==> src/rtl/clkdiv_pkg.sv <==
package clkdiv_pkg;

   typedef enum logic [1:0] {
      ST_IDLE = 2'd0,
      ST_ARM  = 2'd1,
      ST_RUN  = 2'd2
   } seq_state_e;

   // log-encoded factor to division ratio; factor 0 aliases factor 1
   function automatic int unsigned fac_to_ratio(input int unsigned fac);
      int unsigned f;
      f = (fac == 0) ? 1 : fac;
      return 32'd1 << (f - 1);
   endfunction

endpackage

==> src/rtl/clkdiv_regs.sv <==
module clkdiv_regs #(
   parameter int ADDR_W    = 16,
   parameter int DATA_W    = 8,
   parameter int FACT_W    = 3,
   parameter int CHAN_BASE = 0,
   parameter int DIV_OFS   = 'h43,
   parameter int EN_OFS    = 'h46,
   parameter int EN_BIT    = 7,
   parameter int STAT_BIT  = 0
) (
   input  logic              clk,
   input  logic              rst_n,
   input  logic              wr_i,
   input  logic              rd_i,
   input  logic [ADDR_W-1:0] addr_i,
   input  logic [DATA_W-1:0] wdata_i,
   output logic [DATA_W-1:0] rdata_o,
   output logic [FACT_W-1:0] fact_o,
   output logic              en_o,
   input  logic              stat_i
);

   localparam logic [ADDR_W-1:0] DIV_ADDR = ADDR_W'(CHAN_BASE + DIV_OFS);
   localparam logic [ADDR_W-1:0] EN_ADDR  = ADDR_W'(CHAN_BASE + EN_OFS);

   logic              hit_div;
   logic              hit_en;
   logic [FACT_W-1:0] fact_q;
   logic              en_q;

   assign hit_div = (addr_i == DIV_ADDR);
   assign hit_en  = (addr_i == EN_ADDR);

   always_ff @(posedge clk or negedge rst_n) begin
      if (!rst_n) begin
         fact_q <= '0;
         en_q   <= 1'b0;
      end else if (wr_i) begin
         if (hit_div) fact_q <= wdata_i[FACT_W-1:0];
         if (hit_en)  en_q   <= wdata_i[EN_BIT];
      end
   end

   always_comb begin
      rdata_o = '0;
      if (rd_i && hit_div) rdata_o[FACT_W-1:0] = fact_q;
      if (rd_i && hit_en) begin
         rdata_o[EN_BIT]   = en_q;
         rdata_o[STAT_BIT] = stat_i;
      end
   end

   assign fact_o = fact_q;
   assign en_o   = en_q;

   // registers move only on a decoded write
   a_r1_fact_hold: assert property (@(posedge clk) disable iff (!rst_n)
      !(wr_i && hit_div) |=> $stable(fact_q));
   a_r1_en_hold: assert property (@(posedge clk) disable iff (!rst_n)
      !(wr_i && hit_en) |=> $stable(en_q));
   // no read strobe, no data
   a_r1_idle_bus_zero: assert property (@(posedge clk) disable iff (!rst_n)
      !rd_i |-> (rdata_o == '0));

endmodule

==> src/rtl/clkdiv_seq.sv <==
module clkdiv_seq
   import clkdiv_pkg::*;
#(
   parameter int FACT_W  = 3,
   parameter int ARM_CYC = 2,
   parameter int CNT_W   = 6,
   parameter int RAT_W   = 7
) (
   input  logic              clk,
   input  logic              rst_n,
   input  logic              en_i,
   input  logic [FACT_W-1:0] fact_i,
   output logic              run_o,
   output logic              bypass_o,
   output logic              pulse_o
);

   localparam int ARM_W = (ARM_CYC > 2) ? $clog2(ARM_CYC) : 1;
   localparam logic [ARM_W-1:0] ARM_LAST = ARM_W'(ARM_CYC - 2);
   localparam logic [RAT_W-1:0] RAT_ONE  = RAT_W'(1);

   seq_state_e       st_q, st_n;
   logic [CNT_W-1:0] cnt_q, cnt_n;
   logic [RAT_W-1:0] rat_q, rat_n;
   logic [ARM_W-1:0] arm_q, arm_n;
   logic             pulse_q, pulse_n;
   logic [RAT_W-1:0] rat_req;
   logic             at_end;

   assign rat_req = RAT_W'(fac_to_ratio(int'(fact_i)));
   assign at_end  = ({1'b0, cnt_q} == (rat_q - RAT_ONE));

   always_comb begin
      st_n  = st_q;
      cnt_n = cnt_q;
      rat_n = rat_q;
      arm_n = arm_q;
      unique case (st_q)
         ST_IDLE: begin
            if (en_i) begin
               st_n  = ST_ARM;
               arm_n = '0;
            end
         end
         ST_ARM: begin
            if (!en_i) begin
               st_n = ST_IDLE;
            end else if (arm_q == ARM_LAST) begin
               st_n  = ST_RUN;
               cnt_n = '0;
               rat_n = rat_req;
            end else begin
               arm_n = arm_q + 1'b1;
            end
         end
         ST_RUN: begin
            if (at_end) begin
               cnt_n = '0;
               if (!en_i) st_n  = ST_IDLE;
               else       rat_n = rat_req;
            end else begin
               cnt_n = cnt_q + 1'b1;
            end
         end
         default: st_n = ST_IDLE;
      endcase
      pulse_n = (st_n == ST_RUN) && ({1'b0, cnt_n} < (rat_n >> 1));
   end

   always_ff @(posedge clk or negedge rst_n) begin
      if (!rst_n) begin
         st_q    <= ST_IDLE;
         cnt_q   <= '0;
         rat_q   <= RAT_ONE;
         arm_q   <= '0;
         pulse_q <= 1'b0;
      end else begin
         st_q    <= st_n;
         cnt_q   <= cnt_n;
         rat_q   <= rat_n;
         arm_q   <= arm_n;
         pulse_q <= pulse_n;
      end
   end

   assign run_o    = (st_q == ST_RUN);
   assign bypass_o = (rat_q == RAT_ONE);
   assign pulse_o  = pulse_q;

   // phase counter stays inside the active period
   a_r3_cnt_in_period: assert property (@(posedge clk) disable iff (!rst_n)
      run_o |-> ({1'b0, cnt_q} < rat_q));
   // high phase only begins at a period start
   a_r9_rise_on_boundary: assert property (@(posedge clk) disable iff (!rst_n)
      $rose(pulse_q) |-> (cnt_q == '0));
   // ratio frozen inside a period
   a_r7_ratio_frozen: assert property (@(posedge clk) disable iff (!rst_n)
      (run_o && $past(run_o) && cnt_q != '0) |-> $stable(rat_q));
   // a stop always happens at the end of a period
   a_r5_stop_on_boundary: assert property (@(posedge clk) disable iff (!rst_n)
      $fell(run_o) |-> ($past({1'b0, cnt_q}) == $past(rat_q) - RAT_ONE));
   // a run never starts without a standing request
   a_r8_start_needs_en: assert property (@(posedge clk) disable iff (!rst_n)
      $rose(run_o) |-> $past(en_i));

endmodule

==> src/rtl/clkdiv_outmux.sv <==
module clkdiv_outmux (
   input  logic clk,
   input  logic rst_n,
   input  logic run_i,
   input  logic bypass_i,
   input  logic pulse_i,
   output logic clk_o,
   output logic stat_o
);

   logic gate_q;
   logic runn_q;

   // low-phase capture so the gated reference never yields a runt pulse
   always_ff @(negedge clk or negedge rst_n) begin
      if (!rst_n) begin
         gate_q <= 1'b0;
         runn_q <= 1'b0;
      end else begin
         gate_q <= run_i & bypass_i;
         runn_q <= run_i;
      end
   end

   assign clk_o  = bypass_i ? (clk & gate_q) : pulse_i;
   assign stat_o = (run_i & ~bypass_i) | gate_q | (run_i & runn_q);

   // a stopped channel is quiet on the divided path
   a_r5_quiet_when_stopped: assert property (@(posedge clk) disable iff (!rst_n)
      (!run_i && !bypass_i) |-> !pulse_i);
   // status never reports while nothing can toggle
   a_r6_status_needs_activity: assert property (@(posedge clk) disable iff (!rst_n)
      stat_o |-> (run_i || gate_q));

endmodule

==> src/rtl/clkdiv_chan.sv <==
module clkdiv_chan #(
   parameter int ADDR_W      = 16,
   parameter int DATA_W      = 8,
   parameter int FACT_W      = 3,
   parameter int BASE_ADDR   = 'h1000,
   parameter int CHAN_IDX    = 1,
   parameter int CHAN_STRIDE = 'h100,
   parameter int DIV_OFS     = 'h43,
   parameter int EN_OFS      = 'h46,
   parameter int EN_BIT      = 7,
   parameter int STAT_BIT    = 0,
   parameter int ARM_CYC     = 2
) (
   input  logic              clk,
   input  logic              rst_n,
   input  logic              reg_wr,
   input  logic              reg_rd,
   input  logic [ADDR_W-1:0] reg_addr,
   input  logic [DATA_W-1:0] reg_wdata,
   output logic [DATA_W-1:0] reg_rdata,
   output logic              clk_out
);

   localparam int MAX_FACT  = (1 << FACT_W) - 1;
   localparam int MAX_RATIO = 1 << (MAX_FACT - 1);
   localparam int CNT_W     = (MAX_RATIO > 2) ? $clog2(MAX_RATIO) : 1;
   localparam int RAT_W     = CNT_W + 1;
   localparam int CHAN_BASE = BASE_ADDR + CHAN_IDX * CHAN_STRIDE;

   generate
      if (FACT_W < 2 || FACT_W > 4) begin : g_bad_fact_w
         $error("clkdiv_chan: FACT_W must lie in 2..4");
      end
      if (ARM_CYC < 2) begin : g_bad_arm
         $error("clkdiv_chan: ARM_CYC must be at least 2");
      end
      if (EN_BIT >= DATA_W || STAT_BIT >= DATA_W || EN_BIT == STAT_BIT) begin : g_bad_bits
         $error("clkdiv_chan: enable and status bits must be distinct and inside DATA_W");
      end
      if (FACT_W > DATA_W) begin : g_bad_data_w
         $error("clkdiv_chan: factor field wider than data bus");
      end
   endgenerate

   logic [FACT_W-1:0] fact;
   logic              en_req;
   logic              running;
   logic              run;
   logic              bypass;
   logic              pulse;

   clkdiv_regs #(
      .ADDR_W   (ADDR_W),
      .DATA_W   (DATA_W),
      .FACT_W   (FACT_W),
      .CHAN_BASE(CHAN_BASE),
      .DIV_OFS  (DIV_OFS),
      .EN_OFS   (EN_OFS),
      .EN_BIT   (EN_BIT),
      .STAT_BIT (STAT_BIT)
   ) i_regs (
      .clk    (clk),
      .rst_n  (rst_n),
      .wr_i   (reg_wr),
      .rd_i   (reg_rd),
      .addr_i (reg_addr),
      .wdata_i(reg_wdata),
      .rdata_o(reg_rdata),
      .fact_o (fact),
      .en_o   (en_req),
      .stat_i (running)
   );

   clkdiv_seq #(
      .FACT_W (FACT_W),
      .ARM_CYC(ARM_CYC),
      .CNT_W  (CNT_W),
      .RAT_W  (RAT_W)
   ) i_seq (
      .clk     (clk),
      .rst_n   (rst_n),
      .en_i    (en_req),
      .fact_i  (fact),
      .run_o   (run),
      .bypass_o(bypass),
      .pulse_o (pulse)
   );

   clkdiv_outmux i_outmux (
      .clk     (clk),
      .rst_n   (rst_n),
      .run_i   (run),
      .bypass_i(bypass),
      .pulse_i (pulse),
      .clk_o   (clk_out),
      .stat_o  (running)
   );

   // the run begins only after the enable request is seen
   a_r4_run_after_request: assert property (@(posedge clk) disable iff (!rst_n)
      $rose(run) |-> $past(en_req, 2));

endmodule

==> config.mk <==
export PLATFORM = sky130hd
export DESIGN_NAME = clkdiv_chan
export DESIGN_NICKNAME = d
export VERILOG_FILES = /design/src/rtl/clkdiv_pkg.sv /design/src/rtl/clkdiv_regs.sv /design/src/rtl/clkdiv_seq.sv /design/src/rtl/clkdiv_outmux.sv /design/src/rtl/clkdiv_chan.sv
export SDC_FILE = /design/constraint.sdc
export NUM_CORES = 1
export LEC_CHECK = 0
export ABC_AREA = 1
export BUFFER_PORTS_ARGS = -buffer_cell sky130_fd_sc_hd__buf_2
export CORE_UTILIZATION = 50
export DETAILED_ROUTE_END_ITERATION = 8
export PLACE_DENSITY = 0.74
export SLEW_MARGIN = 5
export SYNTH_ARGS = -nofsm -noshare
export SYNTH_HDL_FRONTEND = slang
export SYNTH_SLANG_ARGS = --single-unit
==> constraint.sdc <==
create_clock -name clk -period 3.7 [get_ports clk]
set_clock_uncertainty 0.2 [all_clocks]
set_input_delay 0.74 -clock clk [delete_from_list [all_inputs] [get_ports clk]]
set_output_delay 0.74 -clock clk [all_outputs]
set_load 0.02 [all_outputs]
==> run metrics <==
status=finished, violations left; violations in the final reports=setup timing; TritonRoute pass-1 iters=4; P_leak=a little over 1 nW; DPL Wire Length=roughly 3.1 mm; synthesized area=1710 sq um; Final Hold Viols=0; Hold Crit Depth=3; Worst Hold Margin=0.316 ns; fin util=between 60% and 70%; pin count of the biggest net entering global routing=15; required time worst endpoint=2.76 ns; port buffer count=28; vias per cell=approximately 5.0; initial antenna violation count=0; Worst R2R Start=i_seq.rat_q[0]; share of cells above drive strength 1=between 10% and 20%; drc violations=0; Tot GR Track Use=around 25%; Initial Utilization=54.3%; dpl cell area=1910 sq um; die span in y=60.5 microns; Seq/Total Area, Yosys=32.2%; GRT overflow=0; Hold Path Class=in2reg; cell count after synthesis=249; Post-DRT Antenna Nets=0; Post-CTS Setup Bufs=0; first-pass GRT wire length=about 6.7 mm; CP startpoint=i_outmux.runn_q; GPL Wtd Cong=approximately 0.94; max_cap viols=0; FF-to-FF setup slack=0.32 ns; hold path startpoint=reg_wdata[7]; drt first-iter violations=62; routed wire length=3.90 mm; Data arrival, critical path=3.23 ns; Syn. warnings=0; vias in the first global route=1558; Slew Limit Fails=0; core area=3150 sq um; worst r2r path cells=19; RSZ-0062 raised after global routing=yes; routed len/inst=11.9 microns; routed vias=1627; diode count=0; die area=3660 sq um; Setup TNS Final=-0.728 ns; Startpoint Class=register; Final WS setup=-0.466 ns; Clock transition at path regs=0.13 ns; die width=~61 microns; Top Ports=37; Max FO, Critical Path=1; Worst setup EP type=output port; mean area per synthesized cell=6.88 sq um; post-route cell area=~2000 sq um; maximum vdd drop=359 uV; TritonCTS clock tree=done; crit path kind=reg2out; Netlist cell types=38; hold path endpoint=i_regs.en_o; Power Density=439 nW/um^2; reg2reg end=i_seq.pulse_o; worst skew pair latency=0.42 ns; NumNets Final=~330; FP Rows=20; Area growth syn-to-layout=16.9%; Placement Setup Slack=-0.0563 ns; number of synthesized register bits=22; Setup violations, final=3
## critical path, stage by stage (launching register included)
cell	delay, ns
dfrtn_1	0.40
nor2_1	0.04
nor2_1	0.12
nor2_2	0.06
o31ai_4	0.17
buf_6	0.15
## cell usage after synthesis
master     number  area (sq um)
a22oi_1         1          7.51
ha_1           13           163
nand3_2         1          10.0
or2_2           1          6.26
inv_1          37           139
nand2_2         5          31.3
nand4_1         2          12.5
clkinv_1        1          3.75
xor2_1          3          26.3
o21ai_0        12          60.1
o21ai_2         1          8.76
o22ai_1         4          25.0
o21a_1          1          7.51
clkbuf_1        1          3.75
dfrtp_1        19           475
inv_2           3          11.3
conb_1          1          3.75
o32ai_1         1          8.76
a21oi_2         1          8.76
o2111ai_1       1          8.76
xnor2_1         1          8.76
dfstp_2         1          26.3
nand3b_1        2          15.0
a211oi_1        1          7.51
nand3_1        16          80.1
nand2_1        65           244
o31ai_1         2          15.0
o211ai_1        2          15.0
a2111oi_0       1          8.76
a31oi_1         2          12.5
o21ai_1         2          10.0
buf_4           4          30.0
nor3_1          3          15.0
dfrtn_1         2          50.1
nor2_1         26          97.6
a21oi_1         5          25.0
nor4_1          2          12.5
nor2_2          3          18.8
## flip-flops by register name, indices dropped and copies added, names as in the netlist
name and cells:
i_outmux.gate_q 1, i_outmux.runn_q 1, i_regs.en_o 1, i_regs.fact_o 3
i_seq.cnt_q 6, i_seq.pulse_o 1, i_seq.rat_q 7, i_seq.st_q 2
## report_power, final
part / switching (W) / total [W] / internal (W)
Combinational: 0.000226 / 0.000337 / 0.000110
Clock: 0.0000927 / 0.000243 / 0.000151
Sequential: 0.0000278 / 0.000298 / 0.000271
## timing repair
action                     CTS  global route
hold buffers                 1             0
gates resized for setup      4             0
setup endpoints to repair    3             3
pin swaps                    3             1
hold endpoints to repair     6             0
## cell families after synthesis
group / count (synthesis) / synth area share [%]
AND/OR/NAND/NOR: 126 / 31.7
buffers and inverters: 46 / 11.0
AO/OA/AOI/OAI: 37 / 13.4
flip-flops: 22 / 32.2
adder cells (fa/ha/maj): 13 / 9.50
XOR/XNOR: 4 / 2.05
other: 1 / 0.219
## cell usage in the layout, fill, tap and decap left out, types with 5 or more instances in the layout
cell      Yosys  final
buf_2         0     26
o21ai_0      12     11
ha_1         13     13
inv_1        37     37
a21oi_1       5      5
nand2_1      65     65
nand2_2       5      5
clkbuf_4      0      6
dfrtp_1      19     19
nor2_1       26     25
nand3_1      16     16
## stage by stage
step                      instances  power, W
final                           328  0.000878
after global routing            328  0.000956
after CTS                       328  0.000887
after detailed placement        320  0.000645
after global placement          320  0.000645
after floorplan                 252  0.000561
## worst max-delay path by stage
| stage | slack (ns) | endpoint | depth (start not counted) |
|---|---|---|---|
| 2_1_floorplan | 0.05 | reg_rdata[0] | 4 |
| 3_3_place_gp | -0.04 | reg_rdata[0] | 5 |
| 3_5_place_dp | -0.06 | reg_rdata[0] | 5 |
| 4_1_cts | -0.51 | reg_rdata[0] | 5 |
| 5_1_grt | -0.55 | reg_rdata[0] | 5 |
| 6_report | -0.47 | reg_rdata[0] | 5 |
## metal layers
layer	GRT usage [%]	wire length (microns)
met4	9.74	50
met5	0	0
met1	32.4	1930
met2	40.7	1750
met3	5.76	158
## final cells by class
cell class | instances | area, sq um
flip-flops and latches | 22 | 552
repair buffers | 29 | 159
multi-input cells | 184 | 1000
clock inverters | 1 | 30.0
clock buffers | 7 | 52.6
well taps | 44 | 55.1
inverters | 41 | 154
fillers | 324 | 1150
(Power assumes the default switching activity.)
